==> config.mk <==
export PLATFORM = sky130hd
export DESIGN_NAME = spc_unit
export DESIGN_NICKNAME = d
export VERILOG_FILES = /design/src/rtl/spc_pkg.sv /design/src/rtl/spc_arbiter.sv /design/src/rtl/spc_call.sv /design/src/rtl/spc_errmon.sv /design/src/rtl/spc_unit.sv
export SDC_FILE = /design/constraint.sdc
export NUM_CORES = 1
export LEC_CHECK = 0
export BUFFER_PORTS_ARGS = -buffer_cell sky130_fd_sc_hd__clkbuf_2
export CAP_MARGIN = 20
export CORE_MARGIN = 5
export CORE_UTILIZATION = 53
export CTS_CLUSTER_SIZE = 20
export DETAILED_ROUTE_END_ITERATION = 10
export GPL_TIMING_DRIVEN = 0
export PLACE_DENSITY = 0.76
export SKIP_CTS_REPAIR_TIMING = 1
export SLEW_MARGIN = 5
export SYNTH_ARGS = -nofsm -noshare
export SYNTH_HDL_FRONTEND = slang
export SYNTH_SLANG_ARGS = --single-unit
==> constraint.sdc <==
create_clock -name clk -period 1.7 [get_ports clk]
set_input_delay 0.085 -clock clk [delete_from_list [all_inputs] [get_ports clk]]
set_output_delay 0.085 -clock clk [all_outputs]
set_load 0.02 [all_outputs]
==> src/rtl/spc_pkg.sv <==
package spc_pkg;
    localparam int NCLI = 2;

    typedef enum logic [1:0] {
        ARB_IDLE  = 2'd0,
        ARB_HOLD1 = 2'd1,
        ARB_HOLD2 = 2'd2
    } arb_state_e;

    typedef enum logic [1:0] {
        CALL_IDLE = 2'd0,
        CALL_RUN1 = 2'd1,
        CALL_RUN2 = 2'd2
    } call_state_e;

    typedef enum logic {
        ERR_CLEAN = 1'b0,
        ERR_SET   = 1'b1
    } err_state_e;
endpackage

==> src/rtl/spc_arbiter.sv <==
module spc_arbiter
    import spc_pkg::*;
(
    input  logic            clk,
    input  logic            clr,
    input  logic [NCLI-1:0] req_lvl,
    input  logic [NCLI-1:0] ret_lvl,
    output logic [NCLI-1:0] gnt_lvl
);
    arb_state_e      st, st_nxt;
    logic [NCLI-1:0] gnt_nxt;
    logic            prio, prio_nxt;
    logic [NCLI-1:0] pend;
    logic [NCLI-1:0] outst;

    assign pend  = req_lvl ^ ret_lvl;
    assign outst = gnt_lvl ^ ret_lvl;

    // state register
    always_ff @(posedge clk) begin
        if (clr) begin
            st      <= ARB_IDLE;
            gnt_lvl <= '0;
            prio    <= 1'b0;
        end else begin
            st      <= st_nxt;
            gnt_lvl <= gnt_nxt;
            prio    <= prio_nxt;
        end
    end

    // next state and outputs
    always_comb begin
        st_nxt   = st;
        gnt_nxt  = gnt_lvl;
        prio_nxt = prio;
        unique case (st)
            ARB_IDLE: begin
                if (pend[0] && (!pend[1] || !prio)) begin
                    gnt_nxt[0] = ~gnt_lvl[0];
                    prio_nxt   = 1'b1;
                    st_nxt     = ARB_HOLD1;
                end else if (pend[1]) begin
                    gnt_nxt[1] = ~gnt_lvl[1];
                    prio_nxt   = 1'b0;
                    st_nxt     = ARB_HOLD2;
                end
            end
            ARB_HOLD1: if (!outst[0]) st_nxt = ARB_IDLE;
            ARB_HOLD2: if (!outst[1]) st_nxt = ARB_IDLE;
            default:   st_nxt = ARB_IDLE;
        endcase
    end

    assert_one_outstanding_R3: assert property (@(posedge clk) disable iff (clr)
        $onehot0(outst));

    assert_tie_client1_R6: assert property (@(posedge clk) disable iff (clr)
        (st == ARB_IDLE && pend == 2'b11 && !prio) |=> (gnt_lvl[0] != $past(gnt_lvl[0])));

    assert_no_grant_busy_R4: assert property (@(posedge clk) disable iff (clr)
        (st != ARB_IDLE) |=> $stable(gnt_lvl));
endmodule

==> src/rtl/spc_call.sv <==
module spc_call
    import spc_pkg::*;
(
    input  logic            clk,
    input  logic            clr,
    input  logic [NCLI-1:0] gnt_lvl,
    input  logic            proc_ack,
    output logic            proc_req,
    output logic [NCLI-1:0] ret_lvl
);
    call_state_e     st, st_nxt;
    logic [NCLI-1:0] gnt_seen, gnt_seen_nxt;
    logic [NCLI-1:0] ret_nxt;
    logic            preq_nxt;
    logic [NCLI-1:0] gnt_evt;
    logic            proc_fin;

    assign gnt_evt  = gnt_lvl ^ gnt_seen;
    assign proc_fin = (proc_ack == proc_req);

    always_ff @(posedge clk) begin
        if (clr) begin
            st       <= CALL_IDLE;
            gnt_seen <= '0;
            ret_lvl  <= '0;
            proc_req <= 1'b0;
        end else begin
            st       <= st_nxt;
            gnt_seen <= gnt_seen_nxt;
            ret_lvl  <= ret_nxt;
            proc_req <= preq_nxt;
        end
    end

    always_comb begin
        st_nxt       = st;
        gnt_seen_nxt = gnt_seen;
        ret_nxt      = ret_lvl;
        preq_nxt     = proc_req;
        unique case (st)
            CALL_IDLE: begin
                if (gnt_evt[0]) begin
                    gnt_seen_nxt[0] = gnt_lvl[0];
                    preq_nxt        = ~proc_req;
                    st_nxt          = CALL_RUN1;
                end else if (gnt_evt[1]) begin
                    gnt_seen_nxt[1] = gnt_lvl[1];
                    preq_nxt        = ~proc_req;
                    st_nxt          = CALL_RUN2;
                end
            end
            CALL_RUN1: if (proc_fin) begin
                ret_nxt[0] = ~ret_lvl[0];
                st_nxt     = CALL_IDLE;
            end
            CALL_RUN2: if (proc_fin) begin
                ret_nxt[1] = ~ret_lvl[1];
                st_nxt     = CALL_IDLE;
            end
            default: st_nxt = CALL_IDLE;
        endcase
    end

    // the arbiter in front must never start a call over a running one
    assert_call_idle_on_grant_R3: assert property (@(posedge clk) disable iff (clr)
        (gnt_evt != '0) |-> (st == CALL_IDLE));

    assert_preq_from_idle_R2: assert property (@(posedge clk) disable iff (clr)
        (proc_req != $past(proc_req)) |-> ($past(st) == CALL_IDLE));

    assert_ret1_matches_R5: assert property (@(posedge clk) disable iff (clr)
        (ret_lvl[0] != $past(ret_lvl[0])) |-> ($past(st) == CALL_RUN1));

    assert_ret2_matches_R5: assert property (@(posedge clk) disable iff (clr)
        (ret_lvl[1] != $past(ret_lvl[1])) |-> ($past(st) == CALL_RUN2));
endmodule

==> src/rtl/spc_errmon.sv <==
module spc_errmon
    import spc_pkg::*;
(
    input  logic            clk,
    input  logic            clr,
    input  logic [NCLI-1:0] req_lvl,
    input  logic [NCLI-1:0] ret_lvl,
    output logic            err
);
    err_state_e      st, st_nxt;
    logic [NCLI-1:0] req_q;
    logic [NCLI-1:0] violate;

    // a new request event while the previous one is unanswered
    assign violate = (req_lvl ^ req_q) & (req_q ^ ret_lvl);

    always_ff @(posedge clk) begin
        if (clr) begin
            st    <= ERR_CLEAN;
            req_q <= '0;
        end else begin
            st    <= st_nxt;
            req_q <= req_lvl;
        end
    end

    always_comb begin
        st_nxt = st;
        unique case (st)
            ERR_CLEAN: if (violate != '0) st_nxt = ERR_SET;
            ERR_SET:   st_nxt = ERR_SET;
            default:   st_nxt = ERR_CLEAN;
        endcase
    end

    assign err = (st == ERR_SET);

    assert_err_sticky_R8: assert property (@(posedge clk) disable iff (clr)
        err |=> err);
endmodule

==> src/rtl/spc_unit.sv <==
module spc_unit
    import spc_pkg::*;
(
    input  logic       clk,
    input  logic       clr,
    input  logic [1:0] cli_req,
    output logic [1:0] cli_grant,
    output logic [1:0] cli_done,
    output logic       proc_req,
    input  logic       proc_done,
    output logic       err
);
    logic [NCLI-1:0] gnt_w;
    logic [NCLI-1:0] ret_w;

    spc_arbiter u_arb (
        .clk     (clk),
        .clr     (clr),
        .req_lvl (cli_req),
        .ret_lvl (ret_w),
        .gnt_lvl (gnt_w)
    );

    spc_call u_call (
        .clk      (clk),
        .clr      (clr),
        .gnt_lvl  (gnt_w),
        .proc_ack (proc_done),
        .proc_req (proc_req),
        .ret_lvl  (ret_w)
    );

    spc_errmon u_err (
        .clk     (clk),
        .clr     (clr),
        .req_lvl (cli_req),
        .ret_lvl (ret_w),
        .err     (err)
    );

    assign cli_grant = gnt_w;
    assign cli_done  = ret_w;

    assert_done_after_grant_R5: assert property (@(posedge clk) disable iff (clr)
        $onehot0(cli_grant ^ cli_done));
endmodule

==> metrics.txt <==
CTS tree yes; status finished, final reports clean; Initial Util 0.5641; most frequent cells in the layout 15 x dfxtp_1, 9 x clkbuf_2, 6 x a21oi_1; Slowest-stage cell, CP dfxtp_1; average wire per standard cell 12.86 µm; CP Cell Sequence xnor2_1 > a2111o_1 > mux2_4; via count 595; Fin Hold WS 0.06882 ns; top post-synthesis cells by area dfxtp_1 40%, ha_1 5.1%, xor2_1 4.7%; Mapped Area 743.2 µm²; Post-Synthesis Net Count 85; Max Root-Sink Buffers 2; gpl congestion 0.7799; largest net degree at the start of global routing 11; Post-Synth Simple-Gate Area 0.1734; FF+latch count, synth 15; port buffer count 9; max_cap viols 0; setup slack, reg-to-reg 0.20 ns; global-route wire length before repair 2270 µm; placed instance area 807.0 µm²; Setup Crit Path Kind reg -> reg; vias in the first global route 552; Max Fclk 667.6 MHz; final clock skew 0.003315 ns; top cell type's share of synthesized area 0.4040; total die area 0.002251 mm²; PnR worst setup slack 0.2022 ns; min Tclk post-route 1.498 ns; dominant cell type by area after synthesis dfxtp_1; Critical Path Sink Type register; fin crit share 0.8811; Post-Synth Adder-Cell Area 0.05051; fill count 120; Vias/cell 5.667; Largest stage delay, worst path 0.48 ns; Congestion Overflow GR 0; Root Driver clkbuf_4; Die Height 47.45 µm; Mapped Cells 77; Row Count 13; final setup TNS 0 ns; DRC errors left 0; Iteration-0 DRC Markers 5; Hold WC Path Type in -> reg; Power Density 1654 mW/mm²; io pins 11; DIE WIDTH 47.45 µm; Final #Nets 99; syn_area_per_cell 9.652 µm²; core area 0.001318 mm²; CP max FO 7; Seq/Total Area, Yosys 0.4040; RSZ-0062 raised after global routing no; hpwl dp 1008 µm; Max Slew Vio Count 0; CP Data Required Time 1.88 ns; WP data arrival 1.68 ns; Slew @ Worst Pin 0.4843 ns; Num CTS Buffers 3; gr usage total 0.1497; compound-gate portion of the synthesized area 0.1902; antenna violations before repair 0; Clock Latency Late Sink 0.28 ns; main combinational cell family by area after synthesis compound AO/OA/AOI/OAI gates; Synth Area in XOR/XNOR 0.08249; clk slew on worst S/H paths 0.08 ns; max_slew headroom 0.6760; Final setup viols 0; Worst Path Buf+Inv 0; VDD IR max 0.0008150 V; number of detailed-route iterations in the first pass 2; Place WS 0.2272 ns; area grow syn2layout 12.12%; crit start category register; CTS H-tree depth 1; antenna-violating nets left 0; kind of cell adding the most delay to the critical path flip-flops; Final Cell Area 833.3 µm²; Leak Pwr 0.3548 nW; share of layout cells above drive strength 1 0.2222; Synth Warn # 0; endpoints failing hold 0; Netlist cell types 32; most common cell after layout, fill and taps aside dfxtp_1; final WL 1350 µm; post-synthesis mux area share 0.06397; # diodes 0; TritonCTS Sinks 15
per-stage QoR:
step,util,total power [W],instances
4_1_cts,0.6325,0.001391,105
3_3_place_gp,0.6125,0.001154,101
2_1_floorplan,-,0.001040,77
5_1_grt,0.6325,0.001479,105
6_report,0.6325,0.001378,105
3_5_place_dp,0.6125,0.001184,101
cell families after synthesis:
logic type,after synthesis
and+or+nand+nor,21
AOI/OAI and AO/OA,20
DFF,15
xor gates and xnor gates,7
buffers and inverters,7
muxes,4
adders and majority gates,3
report_power, final:
part	switching, W	leakage [nW]	total (W)	internal, W
clock	0.000110	0.0150	0.000201	0.0000913
sequential	0.000108	0.123	0.000560	0.000453
combinational	0.000325	0.216	0.000616	0.000291
flip-flops by register name (all words and copies together), names as in the netlist:
name / cells
u_call.ret_lvl: 2
u_arb.gnt_lvl: 2
u_call.st: 2
u_arb.st: 2
u_err.err: 1
u_call.gnt_seen: 2
u_err.req_q: 2
u_call.proc_req: 1
u_arb.prio: 1
area by class of cell:
cell class | count | area (µm²) | share of cell area
Sequential cell | 15 | 300.3 | 0.3604
Clock buffer | 4 | 26.28 | 0.03153
Buffer | 2 | 7.507 | 0.009009
Timing Repair Buffer | 9 | 45.04 | 0.05405
Inverter | 5 | 18.77 | 0.02252
Tap cell | 15 | 18.77 | 0.02252
Multi-Input combinational cell | 55 | 416.7 | 0.5000
per-layer routing:
layer | track usage | vias to the layer above | wire length [µm]
li1 | - | 298 | -
met1 | 0.1678 | 279 | 598
met2 | 0.2299 | 13 | 630
met3 | 0.05639 | 5 | 85
met4 | 0.1105 | 0 | 35
met5 | 0 | - | 0
worst reg2reg max path, delay by kind of cell (launching register included):
kind           cells  cell delay, ns
multiplexers       1            0.31
XOR/XNOR           1            0.16
AO/OA/AOI/OAI      1            0.45
flip-flops         1            0.48
cell usage after synthesis:
library cell / n
a21boi_0: 1
a31oi_1: 1
and3b_2: 1
or3_1: 1
nand3b_1: 3
or3b_2: 1
inv_1: 5
nor4_1: 1
mux2_2: 2
a211oi_1: 1
o21ba_2: 1
or3_2: 1
o21ai_0: 2
a2111o_1: 2
nor3b_1: 1
xor2_1: 4
mux2i_1: 1
a21bo_2: 1
nand3_1: 1
ha_1: 3
nor2b_1: 5
a22oi_1: 2
o31ai_1: 1
o211ai_1: 1
dfxtp_1: 15
xnor2_1: 3
nor3_1: 1
a21oi_1: 6
mux2_4: 1
a21o_1: 1
clkbuf_1: 2
nor2_1: 5
path summary, 6_finish.rpt:
check | depth (start not counted) | to | startpoint
worst min-delay path | 2 | u_err.req_q[0] | cli_req[0]
worst max-delay path | 3 | u_arb.gnt_lvl[0] | u_call.ret_lvl[0]
worst max register to register | 3 | u_arb.gnt_lvl[0] | u_call.ret_lvl[0]
worst min register to register | 2 | u_call.st[0] | u_call.st[0]
(Power assumes the default switching activity.)
